--- src/rtl/tsp_pkg.sv ---
`timescale 1ns/1ps
package tsp_pkg;
   typedef enum logic [1:0] {
      OP_BUS_RESET = 2'd0,
      OP_WRITE     = 2'd1,
      OP_READ      = 2'd2
   } bus_op_e;

   typedef struct packed {
      logic      is_wait;
      bus_op_e   op;
      logic [7:0] data;
   } step_t;

   localparam logic [7:0] CMD_ALL_DEV  = 8'hCC;
   localparam logic [7:0] CMD_CONVERT  = 8'h44;
   localparam logic [7:0] CMD_RD_SCRAT = 8'hBE;
   localparam int         SCRIPT_LEN   = 9;
endpackage

--- src/rtl/tsp_script.sv ---
`timescale 1ns/1ps
module tsp_script
   import tsp_pkg::*;
#(
   parameter int IDX_W = 4
) (
   input  logic [IDX_W-1:0] idx,
   output step_t            step
);
   if (IDX_W < $clog2(SCRIPT_LEN)) begin : g_bad_idx
      $error("tsp_script: IDX_W too narrow for the script");
   end

   always_comb begin
      step = '{is_wait: 1'b0, op: OP_BUS_RESET, data: 8'h00};
      case (idx)
         IDX_W'(1): step = '{is_wait: 1'b0, op: OP_WRITE, data: CMD_ALL_DEV};
         IDX_W'(2): step = '{is_wait: 1'b0, op: OP_WRITE, data: CMD_CONVERT};
         IDX_W'(3): step = '{is_wait: 1'b1, op: OP_BUS_RESET, data: 8'h00};
         IDX_W'(5): step = '{is_wait: 1'b0, op: OP_WRITE, data: CMD_ALL_DEV};
         IDX_W'(6): step = '{is_wait: 1'b0, op: OP_WRITE, data: CMD_RD_SCRAT};
         IDX_W'(7): step = '{is_wait: 1'b0, op: OP_READ, data: 8'h00};
         IDX_W'(8): step = '{is_wait: 1'b1, op: OP_BUS_RESET, data: 8'h00};
         default:   step = '{is_wait: 1'b0, op: OP_BUS_RESET, data: 8'h00};
      endcase
   end
endmodule

--- src/rtl/tsp_delay.sv ---
`timescale 1ns/1ps
module tsp_delay #(
   parameter int CNT_W    = 20,
   parameter int INIT_LEN = 510
) (
   input  logic             clk,
   input  logic             rst_n,
   input  logic             tick,
   input  logic             load,
   input  logic [CNT_W-1:0] len,
   output logic             fin
);
   if (INIT_LEN < 1 || INIT_LEN >= (1 << CNT_W)) begin : g_bad_init
      $error("tsp_delay: INIT_LEN out of range for CNT_W");
   end

   logic [CNT_W-1:0] cnt;
   logic             run;

   assign fin = run && (cnt == '0);

   always_ff @(posedge clk or negedge rst_n) begin
      if (!rst_n) begin
         cnt <= CNT_W'(INIT_LEN);
         run <= 1'b1;
      end else if (load) begin
         cnt <= len;
         run <= 1'b1;
      end else begin
         if (tick && cnt != '0) cnt <= cnt - 1'b1;
         if (fin) run <= 1'b0;
      end
   end

   a_r3_load_len: assert property (@(posedge clk) disable iff (!rst_n)
      load |=> (cnt == $past(len)) && run);
   a_r3_no_early_fin: assert property (@(posedge clk) disable iff (!rst_n)
      load |=> !fin);
endmodule

--- src/rtl/tsp_led.sv ---
`timescale 1ns/1ps
module tsp_led #(
   parameter int W = 8
) (
   input  logic         clk,
   input  logic         rst_n,
   input  logic         upd_all,
   input  logic [W-1:0] all_val,
   input  logic         upd_lsb,
   input  logic         lsb_val,
   output logic [W-1:0] led
);
   if (W < 2) begin : g_bad_w
      $error("tsp_led: W must be at least 2");
   end

   for (genvar b = 0; b < W; b++) begin : g_bit
      if (b == 0) begin : g_lsb
         always_ff @(posedge clk or negedge rst_n) begin
            if (!rst_n)       led[b] <= 1'b1;
            else if (upd_all) led[b] <= all_val[b];
            else if (upd_lsb) led[b] <= lsb_val;
         end
      end else begin : g_upper
         always_ff @(posedge clk or negedge rst_n) begin
            if (!rst_n)       led[b] <= 1'b1;
            else if (upd_all) led[b] <= all_val[b];
         end
      end
   end

   a_r6_upper_hold: assert property (@(posedge clk) disable iff (!rst_n)
      (upd_lsb && !upd_all) |=> led[W-1:1] == $past(led[W-1:1]));
   a_r6_lsb_take: assert property (@(posedge clk) disable iff (!rst_n)
      (upd_lsb && !upd_all) |=> led[0] == $past(lsb_val));
   a_r5_byte_take: assert property (@(posedge clk) disable iff (!rst_n)
      upd_all |=> led == $past(all_val));
endmodule

--- src/rtl/tsp_poll_seq.sv ---
`timescale 1ns/1ps
module tsp_poll_seq
   import tsp_pkg::*;
#(
   parameter int LAMP_US = 510,
   parameter int WAIT_US = 800000
) (
   input  logic       clk,
   input  logic       rst_n,
   input  logic       tick_us,
   output logic [1:0] eng_op,
   output logic [7:0] eng_wdata,
   output logic       eng_start,
   input  logic       eng_done,
   input  logic       eng_presence,
   input  logic [7:0] eng_rdata,
   output logic [7:0] led
);
   localparam int MAX_US = (LAMP_US > WAIT_US) ? LAMP_US : WAIT_US;
   localparam int CNT_W  = $clog2(MAX_US + 1);
   localparam int IDX_W  = $clog2(SCRIPT_LEN);

   if (LAMP_US < 1) begin : g_bad_lamp
      $error("tsp_poll_seq: LAMP_US must be at least 1");
   end
   if (WAIT_US < 1) begin : g_bad_wait
      $error("tsp_poll_seq: WAIT_US must be at least 1");
   end

   typedef enum logic [1:0] {S_LAMP, S_ISSUE, S_BUSY, S_WAIT} state_e;

   state_e           state;
   logic [IDX_W-1:0] idx;
   step_t            cur;
   logic             dly_fin;
   logic             dly_load;
   logic             op_done;
   logic             advance;

   tsp_script #(.IDX_W(IDX_W)) u_script (
      .idx  (idx),
      .step (cur)
   );

   tsp_delay #(.CNT_W(CNT_W), .INIT_LEN(LAMP_US)) u_delay (
      .clk   (clk),
      .rst_n (rst_n),
      .tick  (tick_us),
      .load  (dly_load),
      .len   (CNT_W'(WAIT_US)),
      .fin   (dly_fin)
   );

   assign op_done   = (state == S_BUSY) && eng_done;
   assign dly_load  = (state == S_ISSUE) && cur.is_wait;
   assign eng_start = (state == S_ISSUE) && !cur.is_wait;
   assign eng_op    = cur.op;
   assign eng_wdata = cur.data;
   assign advance   = op_done || ((state == S_WAIT) && dly_fin);

   tsp_led #(.W(8)) u_led (
      .clk     (clk),
      .rst_n   (rst_n),
      .upd_all (op_done && cur.op == OP_READ),
      .all_val (eng_rdata),
      .upd_lsb (op_done && cur.op == OP_BUS_RESET),
      .lsb_val (eng_presence),
      .led     (led)
   );

   always_ff @(posedge clk or negedge rst_n) begin
      if (!rst_n) begin
         state <= S_LAMP;
         idx   <= '0;
      end else begin
         case (state)
            S_LAMP:  if (dly_fin) state <= S_ISSUE;
            S_ISSUE: state <= cur.is_wait ? S_WAIT : S_BUSY;
            S_BUSY:  if (eng_done) state <= S_ISSUE;
            S_WAIT:  if (dly_fin) state <= S_ISSUE;
            default: state <= S_LAMP;
         endcase
         if (advance)
            idx <= (idx == IDX_W'(SCRIPT_LEN - 1)) ? '0 : idx + 1'b1;
      end
   end

   a_r8_single_start: assert property (@(posedge clk) disable iff (!rst_n)
      eng_start |=> !eng_start);
   a_r8_quiet_until_done: assert property (@(posedge clk) disable iff (!rst_n)
      (state == S_BUSY && !eng_done) |=> !eng_start);
   a_r1_lamp_led: assert property (@(posedge clk) disable iff (!rst_n)
      (state == S_LAMP) |-> (led == 8'hFF && !eng_start));
   a_r9_led_quiet: assert property (@(posedge clk) disable iff (!rst_n)
      !op_done |=> $stable(led));
endmodule

--- config.mk ---
export PLATFORM = sky130hd
export DESIGN_NAME = tsp_poll_seq
export DESIGN_NICKNAME = d
export VERILOG_FILES = /design/src/rtl/tsp_pkg.sv /design/src/rtl/tsp_script.sv /design/src/rtl/tsp_delay.sv /design/src/rtl/tsp_led.sv /design/src/rtl/tsp_poll_seq.sv
export SDC_FILE = /design/constraint.sdc
export NUM_CORES = 1
export LEC_CHECK = 0
export ABC_AREA = 1
export CORE_MARGIN = 2
export CORE_UTILIZATION = 60
export CTS_CLUSTER_SIZE = 16
export DETAILED_ROUTE_END_ITERATION = 10
export GPL_TIMING_DRIVEN = 0
export PLACE_DENSITY = 0.84
export SLEW_MARGIN = 40
export SYNTH_ARGS = -nofsm -noshare
export SYNTH_HDL_FRONTEND = slang
export SYNTH_HIERARCHICAL = 1
export SYNTH_SLANG_ARGS = --single-unit
--- constraint.sdc ---
create_clock -name clk -period 2.6 [get_ports clk]
set_input_delay 0.39 -clock clk [delete_from_list [all_inputs] [get_ports clk]]
set_output_delay 0.39 -clock clk [all_outputs]
set_load 0.005 [all_outputs]
==> out/qor.yml, run 1 <==
outcome: "complete, no violations"
critPathMaxStageDelay_ns: 0.49
rsz0062_at_grt: "no"
fp-row-count: 23
area_delta_synth_final_pct: 22.3
antenna_found_initial: 0
hold_path_class: "reg -> reg"
mostFrequentLayoutCells: "136 x nand2_1, 40 x inv_1, 39 x nand3_1, 34 x nor2_1, 29 x clkdlybuf4s50_1"
clock.fmax_mhz: 468
yosysTopAreaCell: "nand2_1"
cp.required_ns: 2.21
die_h_um: 69.6
firstDrtPassIters: 4
final.setup.tns_ns: 0
cts_tree: "yes"
fin_area_um2: 3160
grt_pass1_wl_mm: 9.84
place_hpwl_mm: 4.22
die_x_um: 69.6
clockBufferDepth: 2
synth_xor_area_frac: 0.00339
grt_max_degree: 25
synth-seq-cells: 35
synth_top_family_by_area: "simple AND/OR/NAND/NOR gates"
place_congestion: 0.882
htreeDepth: 2
crit_fanout: 9
first_iter_violations: 112
wl_mm: 5.60
cap_viol_max_count: 0
syn_area_per_cell_um2: 6.83
path_cells: "nor2_2, nand2_1, nand3_1, buf_4, clkdlybuf4s50_1"
slowest_stage: "dfrtp_1"
muxShareOfSynthArea: 0
ctsResizeCount: 0
synthArstFlopShare: 1.00
grt-ovfl-total: 0
ys_seq_area_frac: 0.348
syn_area_um2: 2580
wl_per_cell_um: 11.5
place_area_um2: 3030
numCtsBuffers: 5
worstSkewPairLatency_ns: 0.29
drc_errors: 0
critPathKind: "reg -> out"
num_antenna_cells: 0
die-area_um2: 4840
post-route-period-util: 0.822
postCtsSetupBuffers: 0
core-area_um2: 4060
clk_pin_slew_ns: 0.07
synth_simple_gate_area_share: 0.438
antenna_left: 0
peakVddDrop_mv: 0.624
synth_cells: 378
ys_warn_count: 6
finalClockSkew_ns: 0.00816
power.density_nw_per_um2: 794
fin_crit_ns: 2.14
synth_area_leaders: "nand2_1 20%, dfrtp_1 17%, dfstp_2 17%, nand3_1 7.6%, inv_1 5.8%"
drive_gt1_frac: 0.179
synth-main-ff-cell: "dfrtp_1"
num_io_pins: 32
slew_violations: 0
num-nets-final: 456
initial_core_util: 0.636
hold_viol: 0
portBuffers: 30
grt_usage: 0.250
grt_pass1_vias: 2354
endpoint_kind: "primary output"
synth_top_area_share: 0.198
cp-start-kind: "flop"
leakage_nw: 1.59
layout_commonest_cell: "nand2_1"
synth-edff-count: 0
arrival_ns: 1.75
setup_violations: 0
synth-compound-area-share: 0.0688
synth_fa_ha_area_frac: 0.0388
clock-sinks: 35
cts_root_buf: "clkbuf_8"
vias_per_cell: 5.01
via_count: 2433
synth_cell_types: 31
==> metal layers <==
metal  part of all wire  vias up  wire (um)  track usage
met5                  0        -          0            0
met4              0.019        0        107       0.0828
met3              0.047       10        265       0.0465
met2               0.49       61       2730        0.439
met1               0.45     1089       2500        0.307
li1                   -     1273          -            -
==> state kept, by name (all words and copies together), names as in the netlist <==
name,flops
idx,4
state,2
u_delay/cnt,20
u_delay/run,1
u_led/led,8
==> area by class of cell <==
type	instances	area (um2)
Timing Repair Buffer	32	333
Fill cell	332	901
Clock inverter	3	43.8
Tap cell	50	62.6
Clock buffer	5	68.8
Inverter	43	161
Buffer	13	93.8
Multi-Input combinational cell	305	1500
Sequential cell	35	897
==> worst paths after layout <==
kind	from	endpoint	slack, ns	depth (start not counted)
max	idx[0]	eng_op[0]	0.46	5
min	u_led/led[6]	u_led/led[6]	0.47	2
max reg2reg	idx[0]	u_delay/cnt[13]	0.62	13
min reg2reg	u_led/led[6]	u_led/led[6]	0.47	2
max in group asynchronous	rst_n	u_led/led[4]	1.58	3
min in group asynchronous	rst_n	u_delay/cnt[9]	0.51	2
==> power by group <==
group          leakage, nW  internal, mW  total [mW]  switching [mW]
logic                 1.11         0.407        1.14           0.735
registers            0.420         0.718       0.869           0.151
clock network       0.0581         0.285       0.495           0.210
total                 1.59          1.41        2.51            1.10
==> critical path, delay by kind of cell (launching register included) <==
kind / cells / cell delay [ns]
buffers and inverters: 2 / 0.61
flip-flops: 1 / 0.49
AND/OR/NAND/NOR: 3 / 0.35
==> synth_stat cells (8+ instances only) <==
cell type and n:
o21ai_0 10, nand2_2 11, inv_1 40, dfrtp_1 18, nor2_1 34, o21ai_2 10, ha_1 8, dfstp_2 17
nand3_1 39, nand2_1 136, nor2_2 8
==> kinds of logic after synthesis <==
kind of cell,count (synthesis)
AOI/OAI and AO/OA,27
xor gates and xnor gates,1
other,3
and+or+nand+nor,248
DFF,35
buffers and inverters,56
adders and majority gates,8
==> stage by stage <==
| step | hold slack [ns] | power, mW | std cells | worst slack, ns | utilization |
|---|---|---|---|---|---|
| 5_1_grt | 0.474 | 2.73 | 486 | 0.360 | 0.778 |
| 2_1_floorplan | 0.0944 | 1.76 | 396 | 0.921 | - |
| 3_3_place_gp | 0.446 | 1.95 | 476 | 0.381 | 0.742 |
| 3_5_place_dp | 0.307 | 2.00 | 477 | 0.620 | 0.748 |
| 6_report | 0.467 | 2.51 | 486 | 0.464 | 0.778 |
| 4_1_cts | 0.470 | 2.51 | 486 | 0.448 | 0.778 |
==> timing repair <==
item	CTS	global route
hold buffers	1	0
endpoints found under the setup margin	0	0
hold endpoints to repair	7	0
Note: power is estimated with default switching activity, not from simulation.
==> inputs of run 2 (changes only) <==
- CORE_UTILIZATION: 60 -> 56
- PLACE_DENSITY: 0.84 -> 0.79
- clock period: 2.6 -> 2.1 ns (I/O delays scaled with it)
==> run 2 against run 1 <==
Effect of this change:
- final cell count up 0.62%
- cell area up 0.75%
- non-clock buffer count up 1
- largest power group unchanged
- global-route usage down 1.2 points
- clock skew up 0.0051 ns
- clock power up 28%
- via count down 2.5%
- sequential power up 23%
- utilization down 5.3 points
==> out/qor.yml, run 2 (synthesis results as in run 1) <==
register_area_um2: 902  # was 897 um2
top_usage_layer: "met2"  # unchanged
post-route-period-util: 0.945
clockPowerShare: 0.203  # was 0.198
cp.required_ns: 1.78  # was 2.21 ns
fin_crit_ns: 1.98
antenna_left: 0  # unchanged
num_io_pins: 32  # unchanged
finalNonFillerCells: 489  # was 486
firstDrtPassIters: 4  # unchanged
finalClockSkew_ns: 0.0133  # was 0.00816 ns
via_count: 2373  # was 2433
regMostFlops: "u_delay/cnt"  # unchanged
die_x_um: 71.9  # was 69.6 um
clock-sinks: 35  # unchanged
num_antenna_cells: 0  # unchanged
grt-ovfl-total: 0  # unchanged
drive_gt1_frac: 0.195  # was 0.179
power_switching_share: 0.430  # was 0.437
num-nets-final: 457  # was 456
die-area_um2: 5170  # was 4840 um2
htreeDepth: 2  # unchanged
largest_register_ffs: 20  # unchanged
slew_violations: 0  # unchanged
first_iter_violations: 110  # was 112
clock.fmax_mhz: 504
portBuffers: 30  # unchanged
worst_hold_slack_ns: 0.460  # was 0.467 ns
antenna_found_initial: 0  # unchanged
wl_mm: 5.56  # was 5.60 mm
fillerInstances: 375  # was 332
rsz0062_at_grt: "no"  # unchanged
grt_max_degree: 21  # was 25
p_switching_mw: 1.34  # was 1.10 mW
peakVddDrop_mv: 0.871  # was 0.624 mV
arrival_ns: 1.67  # was 1.75 ns
power.density_nw_per_um2: 981  # was 794 nW/um2
final.setup.tns_ns: 0  # unchanged
combPwrFrac: 0.453  # was 0.456
cp-start-kind: "flop"  # unchanged
p_int_mw: 1.78  # was 1.41 mW
wl_per_cell_um: 11.4  # was 11.5 um
grt_usage: 0.237  # was 0.250
core-area_um2: 4380  # was 4060 um2
grt_pass1_vias: 2330  # was 2354
multi_input_area_um2: 1500  # about the same
hold_path_class: "reg -> reg"  # unchanged
clockBufferDepth: 2  # unchanged
pre_cts_ws_ns: 0.131  # was 0.620 ns
reg_top3: "u_delay/cnt: 20 flops, u_led/led: 8 flops, idx: 4 flops"  # unchanged
setup_slack_ns: 0.115  # was 0.464 ns
cts_root_buf: "clkbuf_8"  # unchanged
mostFrequentLayoutCells: "136 x nand2_1, 40 x inv_1, 39 x nand3_1, 33 x nor2_1, 29 x clkdlybuf4s50_1"  # was 136 x nand2_1, 40 x inv_1, 39 x nand3_1, 34 x nor2_1, 29 x clkdlybuf4s50_1
place_congestion: 0.874  # was 0.882
crit_fanout: 8  # was 9
layout_commonest_cell: "nand2_1"  # unchanged
initial_core_util: 0.589  # was 0.636
met3_usage: 0.0403  # was 0.0465
numCtsBuffers: 5  # unchanged
die_h_um: 71.9  # was 69.6 um
fp-row-count: 24  # was 23
hold_viol: 0  # unchanged
dp_cells: 479  # was 477
place_hpwl_mm: 4.14  # was 4.22 mm
use_met1: 0.283  # was 0.307
seq_power_share: 0.343  # was 0.347
leakage_nw: 1.59  # about the same
critPathKind: "reg -> out"  # unchanged
grt_pass1_wl_mm: 9.80  # was 9.84 mm
area_delta_synth_final_pct: 23.2  # was 22.3%
clk_pin_slew_ns: 0.07  # about the same
worstSkewPairLatency_ns: 0.30  # was 0.29 ns
drc_errors: 0  # unchanged
cap_viol_max_count: 0  # unchanged
vias_per_cell: 4.85  # was 5.01
outcome: "complete, no violations"  # unchanged
setup_violations: 0  # unchanged
grtUsageMet2: 0.435  # was 0.439
cts_tree: "yes"  # unchanged
endpoint_kind: "primary output"  # unchanged
run 2: cell count changes in the layout (fill, tap and decap cells not counted), sizes merged:
| cell | change |
|---|---|
| buf | +1 |
| clkinv | -1 |
| clkbuf | +1 |
run 2: power groups by stage:
stage | sequential [mW] | clock [mW] | combinational, mW
3_3_place_gp | 1.07 | 0 | 1.35
3_5_place_dp | 1.08 | 0 | 1.40
5_1_grt | 1.11 | 0.673 | 1.63
4_1_cts | 1.07 | 0.649 | 1.41
2_1_floorplan | 1.03 | 0 | 1.14
6_report | 1.07 | 0.635 | 1.41
run 2: repair_timing:
action | CTS | global route
endpoints found under the hold margin | 7 | 0
endpoints found under the setup margin | 0 | 7
resized for setup | 0 | 7
hold buffers | 1 | 0
setup buffers | 0 | 1
run 2: critical path, stage by stage, from the launching register on:
cell             delay, ns
dfrtp_2               0.46
nor2_2                0.13
nand2_1               0.09
nand3_1               0.09
buf_4                 0.12
clkdlybuf4s50_1       0.49
run 2: path summary, 6_finish.rpt:
path                         startpoint              end  slack, ns  depth (start not counted)
setup / recovery                 idx[0]        eng_op[0]       0.12                          5
hold / removal             u_led/led[4]     u_led/led[4]       0.46                          2
setup reg to reg                 idx[3]  u_delay/cnt[13]       0.17                         13
hold reg to reg            u_led/led[4]     u_led/led[4]       0.46                          2
max in group asynchronous         rst_n     u_led/led[0]       1.07                          3
min in group asynchronous         rst_n   u_delay/cnt[9]       0.49                          2
run 2: area by class of cell:
class,count,area share
tap,52,0.0205
inverter,43,0.0507
clock inverter,2,0.0110
timing repair buffer,33,0.107
clock buffer,6,0.0260
buffer,13,0.0299
sequential,35,0.284
multi-input combinational,305,0.471
run 2: metal layers:
layer	up-vias	share of wire
met3	9	0.056
met4	0	0.013
met5	-	0
met1	1033	0.44
li1	1271	-
met2	60	0.49
run 2: per-stage QoR:
stage / power (mW) / utilization / area, um2
floorplan: 2.17 / - / 2650
global placement: 2.42 / 0.688 / 3010
detailed placement: 2.47 / 0.693 / 3040
CTS: 3.13 / 0.722 / 3160
global route: 3.41 / 0.725 / 3180
finish: 3.12 / 0.725 / 3180
